## src/rtl/ai_pkg.sv

```systemverilog
package ai_pkg;
  typedef enum logic [2:0] {
    SEL_ADDR = 3'd0,
    SEL_LEN  = 3'd1,
    SEL_CTRL = 3'd2,
    SEL_STAT = 3'd3,
    SEL_DPER = 3'd4,
    SEL_HALF = 3'd5
  } reg_sel_e;
endpackage

```

## src/rtl/ai_regq.sv

```systemverilog
module ai_regq
  import ai_pkg::*;
#(
  parameter int AW = 24,
  parameter int LW = 18,
  parameter int DW = 14,
  parameter int HW = 4,
  localparam int BW = LW - 3
) (
  input  logic          clk,
  input  logic          rst_n,
  input  logic          we,
  input  logic [2:0]    sel,
  input  logic [31:0]   wdata,
  input  logic          pop,
  output logic          en,
  output logic [DW-1:0] dper,
  output logic [HW-1:0] hp,
  output logic          head_valid,
  output logic          second_valid,
  output logic [AW-1:0] head_addr,
  output logic [BW-1:0] head_beats,
  output logic          full,
  output logic          irq
);
  logic [AW-1:0] addr_q, addr_d;
  logic          en_q, en_d, irq_q, irq_d;
  logic [DW-1:0] dper_q, dper_d;
  logic [HW-1:0] hp_q, hp_d;
  logic [AW-1:0] qa_q [2];
  logic [AW-1:0] qa_d [2];
  logic [BW-1:0] qb_q [2];
  logic [BW-1:0] qb_d [2];
  logic [1:0]    cnt_q, cnt_d;
  logic [BW-1:0] units;
  logic          push;

  always_comb begin
    addr_d = addr_q;
    en_d   = en_q;
    dper_d = dper_q;
    hp_d   = hp_q;
    units  = wdata[LW-1:3];
    push   = we && (sel == SEL_LEN) && (cnt_q != 2'd2) && (units != '0);
    if (we) begin
      case (sel)
        SEL_ADDR: addr_d = {wdata[AW-1:3], 3'b000};
        SEL_CTRL: en_d   = wdata[0];
        SEL_DPER: dper_d = wdata[DW-1:0];
        SEL_HALF: hp_d   = wdata[HW-1:0];
        default: ;
      endcase
    end
    qa_d  = qa_q;
    qb_d  = qb_q;
    cnt_d = cnt_q;
    if (pop) begin
      qa_d[0] = qa_q[1];
      qb_d[0] = qb_q[1];
      cnt_d   = cnt_q - 2'd1;
    end
    if (push) begin
      qa_d[cnt_d[0]] = addr_q;
      qb_d[cnt_d[0]] = units;
      cnt_d          = cnt_d + 2'd1;
    end
    irq_d = irq_q;
    if (we && (sel == SEL_STAT)) irq_d = 1'b0;
    if ((cnt_q == 2'd2) && (cnt_d != 2'd2)) irq_d = 1'b1;
  end

  always_ff @(posedge clk or negedge rst_n) begin
    if (!rst_n) begin
      addr_q <= '0;
      en_q   <= 1'b0;
      dper_q <= '1;
      hp_q   <= '0;
      irq_q  <= 1'b0;
      cnt_q  <= '0;
      qa_q[0] <= '0;
      qa_q[1] <= '0;
      qb_q[0] <= '0;
      qb_q[1] <= '0;
    end else begin
      addr_q <= addr_d;
      en_q   <= en_d;
      dper_q <= dper_d;
      hp_q   <= hp_d;
      irq_q  <= irq_d;
      cnt_q  <= cnt_d;
      qa_q   <= qa_d;
      qb_q   <= qb_d;
    end
  end

  assign en           = en_q;
  assign dper         = dper_q;
  assign hp           = hp_q;
  assign head_valid   = (cnt_q != 2'd0);
  assign second_valid = (cnt_q == 2'd2);
  assign head_addr    = qa_q[0];
  assign head_beats   = qb_q[0];
  assign full         = (cnt_q == 2'd2);
  assign irq          = irq_q;
endmodule

```

## src/rtl/ai_fetch.sv

```systemverilog
module ai_fetch #(
  parameter int AW = 24,
  parameter int BW = 15,
  parameter int SW = 16,
  localparam int DBW = 4 * SW
) (
  input  logic           clk,
  input  logic           rst_n,
  input  logic           en,
  input  logic           head_valid,
  input  logic           second_valid,
  input  logic [AW-1:0]  head_addr,
  input  logic [BW-1:0]  head_beats,
  input  logic           stb,
  input  logic           mem_ack,
  input  logic [DBW-1:0] mem_data,
  output logic           mem_req,
  output logic [AW-1:0]  mem_addr,
  output logic           pop,
  output logic           busy,
  output logic [SW-1:0]  left,
  output logic [SW-1:0]  right
);
  logic [BW-1:0]   idx_q, idx_d;
  logic [DBW-1:0]  buf_q, buf_d;
  logic [1:0]      scnt_q, scnt_d;
  logic [2*SW-1:0] smp_q, smp_d;
  logic            busy_q, busy_d;
  logic            take, last;

  always_comb begin
    mem_req  = en && head_valid && (scnt_q == 2'd0);
    mem_addr = head_addr + AW'({idx_q, 3'b000});
    take     = mem_req && mem_ack;
    last     = (idx_q == head_beats - 1'b1);
    pop      = take && last;
    idx_d    = idx_q;
    if (pop)       idx_d = '0;
    else if (take) idx_d = idx_q + 1'b1;
    buf_d  = buf_q;
    scnt_d = scnt_q;
    smp_d  = smp_q;
    if (stb && (scnt_q != 2'd0)) begin
      smp_d  = (scnt_q == 2'd2) ? buf_q[DBW-1:2*SW] : buf_q[2*SW-1:0];
      scnt_d = scnt_q - 2'd1;
    end
    if (take) begin
      buf_d  = mem_data;
      scnt_d = 2'd2;
    end
    busy_d = busy_q;
    if (pop)          busy_d = second_valid;
    else if (mem_req) busy_d = 1'b1;
  end

  always_ff @(posedge clk or negedge rst_n) begin
    if (!rst_n) begin
      idx_q  <= '0;
      buf_q  <= '0;
      scnt_q <= '0;
      smp_q  <= '0;
      busy_q <= 1'b0;
    end else begin
      idx_q  <= idx_d;
      buf_q  <= buf_d;
      scnt_q <= scnt_d;
      smp_q  <= smp_d;
      busy_q <= busy_d;
    end
  end

  assign busy  = busy_q | mem_req;
  assign left  = smp_q[2*SW-1:SW];
  assign right = smp_q[SW-1:0];
endmodule

```

## src/rtl/ai_clkgen.sv

```systemverilog
module ai_clkgen #(
  parameter int DW = 14,
  parameter int HW = 4
) (
  input  logic          clk,
  input  logic          rst_n,
  input  logic [DW-1:0] dper,
  input  logic [HW-1:0] hp,
  output logic          stb,
  output logic          bclk
);
  logic [DW-1:0] dcnt_q, dcnt_d;
  logic [HW-1:0] bcnt_q, bcnt_d;
  logic          bclk_q, bclk_d;

  always_comb begin
    stb    = (dcnt_q >= dper);
    dcnt_d = stb ? '0 : dcnt_q + 1'b1;
    if (hp == '0) begin
      bcnt_d = '0;
      bclk_d = 1'b0;
    end else if (bcnt_q >= hp) begin
      bcnt_d = '0;
      bclk_d = ~bclk_q;
    end else begin
      bcnt_d = bcnt_q + 1'b1;
      bclk_d = bclk_q;
    end
  end

  always_ff @(posedge clk or negedge rst_n) begin
    if (!rst_n) begin
      dcnt_q <= '0;
      bcnt_q <= '0;
      bclk_q <= 1'b0;
    end else begin
      dcnt_q <= dcnt_d;
      bcnt_q <= bcnt_d;
      bclk_q <= bclk_d;
    end
  end

  assign bclk = bclk_q;
endmodule

```

## src/rtl/audio_dma_dac.sv

```systemverilog
module audio_dma_dac #(
  parameter int AW = 24,
  parameter int LW = 18,
  parameter int DW = 14,
  parameter int HW = 4,
  parameter int SW = 16,
  localparam int BW  = LW - 3,
  localparam int DBW = 4 * SW
) (
  input  logic           clk,
  input  logic           rst_n,
  input  logic           reg_we,
  input  logic [2:0]     reg_sel,
  input  logic [31:0]    reg_wdata,
  output logic [31:0]    reg_status,
  output logic           mem_req,
  output logic [AW-1:0]  mem_addr,
  input  logic           mem_ack,
  input  logic [DBW-1:0] mem_rdata,
  output logic           dac_bclk,
  output logic           dac_stb,
  output logic [SW-1:0]  dac_left,
  output logic [SW-1:0]  dac_right,
  output logic           aud_irq
);
  logic          en_q, head_valid, second_valid, full, pop, busy;
  logic [DW-1:0] dper_q;
  logic [HW-1:0] hp_q;
  logic [AW-1:0] head_addr;
  logic [BW-1:0] head_beats;

  ai_regq #(.AW(AW), .LW(LW), .DW(DW), .HW(HW)) u_regq (
    .clk(clk), .rst_n(rst_n), .we(reg_we), .sel(reg_sel), .wdata(reg_wdata),
    .pop(pop), .en(en_q), .dper(dper_q), .hp(hp_q), .head_valid(head_valid),
    .second_valid(second_valid), .head_addr(head_addr), .head_beats(head_beats),
    .full(full), .irq(aud_irq)
  );

  ai_fetch #(.AW(AW), .BW(BW), .SW(SW)) u_fetch (
    .clk(clk), .rst_n(rst_n), .en(en_q), .head_valid(head_valid),
    .second_valid(second_valid), .head_addr(head_addr), .head_beats(head_beats),
    .stb(dac_stb), .mem_ack(mem_ack), .mem_data(mem_rdata), .mem_req(mem_req),
    .mem_addr(mem_addr), .pop(pop), .busy(busy), .left(dac_left), .right(dac_right)
  );

  ai_clkgen #(.DW(DW), .HW(HW)) u_clkgen (
    .clk(clk), .rst_n(rst_n), .dper(dper_q), .hp(hp_q), .stb(dac_stb), .bclk(dac_bclk)
  );

  assign reg_status = {full, busy, 29'd0, full};
endmodule

```

## config.mk

```make
export PLATFORM = sky130hd
export DESIGN_NAME = audio_dma_dac
export DESIGN_NICKNAME = d
export VERILOG_FILES = /design/src/rtl/ai_pkg.sv /design/src/rtl/ai_regq.sv /design/src/rtl/ai_fetch.sv /design/src/rtl/ai_clkgen.sv /design/src/rtl/audio_dma_dac.sv
export SDC_FILE = /design/constraint.sdc
export NUM_CORES = 1
export LEC_CHECK = 0
export ABC_AREA = 0
export BUFFER_PORTS_ARGS = -buffer_cell sky130_fd_sc_hd__buf_2
export CAP_MARGIN = 20
export CORE_MARGIN = 3
export CORE_UTILIZATION = 30
export CTS_CLUSTER_SIZE = 10
export DETAILED_ROUTE_END_ITERATION = 10
export GPL_ROUTABILITY_DRIVEN = 0
export GPL_TIMING_DRIVEN = 0
export HOLD_SLACK_MARGIN = 0.12
export MAX_ROUTING_LAYER = met4
export SYNTH_ARGS = -nofsm -noshare
export SYNTH_HDL_FRONTEND = slang
export SYNTH_SLANG_ARGS = --single-unit
```

## constraint.sdc

```tcl
create_clock -name clk -period 6.9 [get_ports clk]
set_input_delay 1.38 -clock clk [delete_from_list [all_inputs] [get_ports clk]]
set_output_delay 1.38 -clock clk [all_outputs]
set_load 0.1 [all_outputs]
```

=== After elaboration in Yosys (flattened, before gate mapping) ===
Index checks and enable logic that the tools add are counted.

* Bits in registers: 254
* Input bits: 103
* Output and inout port bits: 92
* Logic and storage cells: 95

* Add/subtract/negate cells: 8
* Order comparisons: 4
* Eq/ne operators: 10
* Multiplexer cells: 26
* Bitwise operators: 3
* Reductions and logical operators: 26

{| class="wikitable"
|+ Operators by type and width
! cell !! number
|-
| 2-to-1 mux 15 bit || 4
|-
| bitwise mux 48 bit || 1
|-
| 2-to-1 mux 24 bit || 2
|-
| 2-to-1 mux 48 bit || 1
|-
| 2-to-1 mux 32 bit || 1
|-
| bitwise mux 30 bit || 1
|-
| 2-to-1 mux 30 bit || 1
|-
| adder 24 x 18 -> 24 bit || 1
|-
| demux 24 bit (select 1 bit) || 1
|-
| adder 15 x 1 -> 15 bit, second input constant || 1
|-
| demux 15 bit (select 1 bit) || 1
|-
| equality test 15 bit || 1
|-
| nonzero test 15 bit || 1
|-
| subtractor 15 x 1 -> 15 bit, second input constant || 1
|-
| adder 14 x 1 -> 14 bit, second input constant || 1
|-
| >= comparator 14 bit || 1
|-
| 2-to-1 mux 14 bit || 1
|-
| nonzero test 2 bit || 7
|-
| logical AND 1 bit || 11
|-
| 2-to-1 mux 2 bit || 4
|-
| 2-to-1 mux 4 bit || 2
|-
| AND reduction 2 bit || 4
|-
| equality test 3 x 2 -> 1 bit, second input constant || 2
|-
| equality test 3 bit, second input constant || 2
|-
| 16 further kinds || 24
|}

=== Logic depth before layout (Yosys ltp) ===
* Word-level depth: 13
* Mapped depth: 13
* Gate-level depth less buffers: 11

=== By module ===
From an unflattened synthesis, not the netlist that was laid out.

* Cells, all modules: 1227
* Area total of the unflattened synthesis: 12985.0 µm²

{| class="wikitable"
|+ By module, submodules not included
! module !! times used !! cells each !! area an instance (µm²) !! sequential area each (µm²)
|-
| ai_fetch || 1 || 694 || 6079.6 || 2852.7
|-
| ai_regq || 1 || 360 || 5393.9 || 3045.4
|-
| ai_clkgen || 1 || 140 || 1267.5 || 475.5
|-
| audio_dma_dac || 1 || 33 || 244.0 || 0.0
|}

=== Worst setup path after synthesis ===
Ideal clock, no wire load.

* Path kind: register to output
* From: register u_fetch.idx_q[0]
* To: output port mem_addr[23]
* Arrival time: 3.914 ns
* Required time: 5.520 ns
* Slack: 1.606 ns
* Cell stages (with the launch flop): 12
* Path buffers: 0
* Path through: dfrtp_1 -> ha_1 -> inv_1 -> fa_1 -> nor2b_1 -> o21ai_0 -> a21boi_0 -> o2111ai_1 -> a21o_1 -> a311oi_1 -> o2111ai_1 -> xnor2_1

* Cells in the longest elaborated chain, start to end: 1

{| class="wikitable"
|+ RTL lines
! element !! RTL line !! RTL
|-
| start: declaration || ai_fetch.sv:24 || <nowiki>logic [BW-1:0] idx_q, idx_d;</nowiki>
|-
| start signal: assignment || ai_fetch.sv:64 || <nowiki>idx_q <= idx_d;</nowiki>
|-
| adder 24 x 18 -> 24 bit || ai_fetch.sv:33 || <nowiki>mem_addr = head_addr + AW'({idx_q, 3'b000});</nowiki>
|-
| end: declaration || audio_dma_dac.sv:17 || <nowiki>output logic [AW-1:0] mem_addr,</nowiki>
|}

Every way passes these cells.

=== Worst setup path in the final report ===
* From: register u_fetch.idx_q[0]
* To: output port mem_addr[19]

Same word-level chain as after synthesis.

==> impl_metrics.ini <==
[power]
p_int_mw = 3.294
p_leak_nw = 7.259
power.total_mw = 5.522
p_per_area_nw_per_um2 = 369.8
switching_power_mw = 2.228
swShare_pct = 40.35
p_comb_share_pct = 35.6
seqPwrFrac_pct = 38.2
clkPwrFrac_pct = 26.2
ir_drop_mv = 0.2308

[synthesis]
syn_avg_cell_area_um2 = 10.14
synth-seq-cells = 254
netlist_instances = 1227
synth_top_flop_cell = dfrtp_1
ys_types = 60
synthTopCellsByCount = nand2_1, dfrtp_1, mux2i_1, o21ai_0, nor2_1
synth_area_leaders = dfrtp_1, nand2_1, mux2i_1
synth_area_um2 = 12440
synth_top_area_share_pct = 48.29
synth_most_common_cell = nand2_1
synthArstFlopShare_pct = 100.0
synth_top_area_cell = dfrtp_1
yosysSeqAreaShare_pct = 51.25
synth_edf_count = 0
ys_warn_count = 0

[sta]
worstMarginPinSlew_ps = 866.4
slew_viol_final = 0
finalHoldViolCount = 0
fmax_mhz = 177.7
rsz0062_at_grt = no
relSlewSlack_pct = 41.85
fin_worst_skew_ps = 26.84
period_share_pct = 81.55
finalCriticalPeriod_ps = 5627
finalSetupViolCount = 0

[final_layout]
finalNonFillerCells = 1989
fin_util_pct = 36.99
nFillCells = 4093
area_delta_synth_final_pct = 20.09
seq_area_um2 = 6374
fin_nets = 1592
design_area_um2 = 14930
multi_input_area_um2 = 5529
drive_gt1_share_pct = 19.13
diodes = 0

[floorplan]
ioPinCount = 195
start_util_pct = 30.80
rows = 73
dieArea_um2 = 43930
dieWidth_um = 209.6
design.core.area_um2 = 40370
die_h_um = 209.6

[clock_tree]
cts_max_level = 1
clock_latency_ps = 560
cts_tree = built
cts_resized = 0
path_clk_slew_ps = 60
clk_path_buf_depth = 3
postCtsSetupBuffers = 0
cts_buffers = 30
cts_hold_buf = 0
cts_sinks = 254
cts_root_buf = clkbuf_16

[global_routing]
grt_pass1_wl_um = 51900
grtUsageTotal_pct = 14.94
met2_usage_pct = 25.20
busiest_layer = met2
grt_pass1_vias = 9500
grt_start_max_net_pins = 122
antenna_found_initial = 0
gr-usage-met3_pct = 2.078
grtUsageMet1_pct = 19.07
overflow = 0

[worst_setup_path]
r2r_slack_ps = 2600
critPathKind = register to output port
cp_common_cell = o21ai_0
worstSetupStartpointType = register
critical_path_arrival_ps = 4250
slowest_stage = a311oi_1
max_stage_delay_ps = 690
crit_required_ps = 5520
end_kind = output port
cp_top_family = compound AO/OA/AOI/OAI gates
crit_path_max_fanout = 6
cp_num_buf_inv = 2
crit_path_cell_trace = ha_1, inv_1, fa_1, nor2b_1, o21ai_0, a21boi_0, o2111ai_1, a21o_1, a311oi_1, o21ai_0, xnor2_1, buf_2

[place]
post-dp-hpwl_um = 23890
place_inst = 1939
place.port_buffers = 157
post_dp_cell_area_um2 = 14050

[route]
post-route-drc-count = 0
totalWireLength_um = 32420
vias = 9249
drtPass1Iterations = 4
drt-initial-drc-count = 357
wl_per_cell_um = 16.30
vias_per_cell = 4.650
ant_nets = 0

[hold_path]
min_path_type = register to register

[status]
outcome = complete, no violations

[flow_run]
maxCapViolations = 0
[worst min-delay path: stages, from the launching register on]
cell,delay (ps)
dfrtp_1,340
nand2_1,50
nand2_1,50
[per-stage QoR]
step	hold WS (ps)	TNS, ps	setup slack, ps
after floorplan	445.0	0	1606
final	470.7	0	1273
after global routing	490.1	0	888.1
after global placement	457.1	-47840	-244.2
after CTS	476.6	0	1243
after detailed placement	463.1	0	1865
[cells in the final DEF, fill, tap and decap left out, types with 32 or more instances in the layout]
cell,Yosys,layout
dfrtp_1,240,240
buf_2,3,159
mux2i_1,74,74
inv_1,40,40
xnor2_1,32,32
buf_4,35,35
o21ai_0,58,58
ha_1,42,42
nor3_1,47,47
nand2_1,258,258
nor2_1,57,57
mux2_1,35,35
a21oi_1,48,48
clkbuf_1,43,58
[cells by family (layout without fill, tap and decap cells)]
family / count (synthesis) / after routing / synth area share (%)
adders and majority gates: 43 / 43 / 4.387
and+or+nand+nor: 451 / 451 / 16.23
buffers and inverters: 130 / 339 / 5.131
AOI/OAI and AO/OA: 149 / 149 / 6.942
DFF: 254 / 254 / 51.25
xor gates and xnor gates: 62 / 62 / 4.367
other: 1 / 29 / 0.03016
muxes: 137 / 137 / 11.66
[power by group through the flow]
stage	Combinational [mW]	Sequential [mW]	Clock, mW
final	1.97	2.11	1.45
after global routing	2.13	2.16	1.56
after CTS	1.99	2.11	1.49
after detailed placement	1.98	2.13	0
after global placement	1.94	2.12	0
after floorplan	1.58	2.07	0
[final timing paths]
| check | start | to | depth (start not counted) |
|---|---|---|---|
| max | u_fetch.idx_q[0]$_DFFE_PN0P_ | mem_addr[19] | 12 |
| min | u_fetch.buf_q[60]$_DFFE_PN0P_ | u_fetch.buf_q[60]$_DFFE_PN0P_ | 2 |
| max reg2reg | u_regq.head_beats[0]$_DFF_PN0_ | u_regq.head_beats[0]$_DFF_PN0_ | 12 |
| min reg2reg | u_fetch.buf_q[60]$_DFFE_PN0P_ | u_fetch.buf_q[60]$_DFFE_PN0P_ | 2 |
| max in group asynchronous | rst_n | u_regq.head_beats[12]$_DFF_PN0_ | 3 |
| min in group asynchronous | rst_n | u_fetch.smp_q[29]$_DFFE_PN0P_ | 1 |
[per-layer routing]
layer	vias to the layer above	wire length, um
li1	4541	-
met1	4505	14420
met2	154	16120
met3	49	1221
met4	0	663
met5	-	0
[final cells by class]
type | count | area share (%)
plain buffers | 90 | 3.267
clock buffers | 47 | 5.588
clock inverters | 3 | 0.3435
inverters | 40 | 1.005
multi-input cells | 871 | 37.02
flip-flops and latches | 254 | 42.68
well taps | 525 | 4.398
repair buffers | 159 | 5.697
Power figures use the tool's default switching activity.
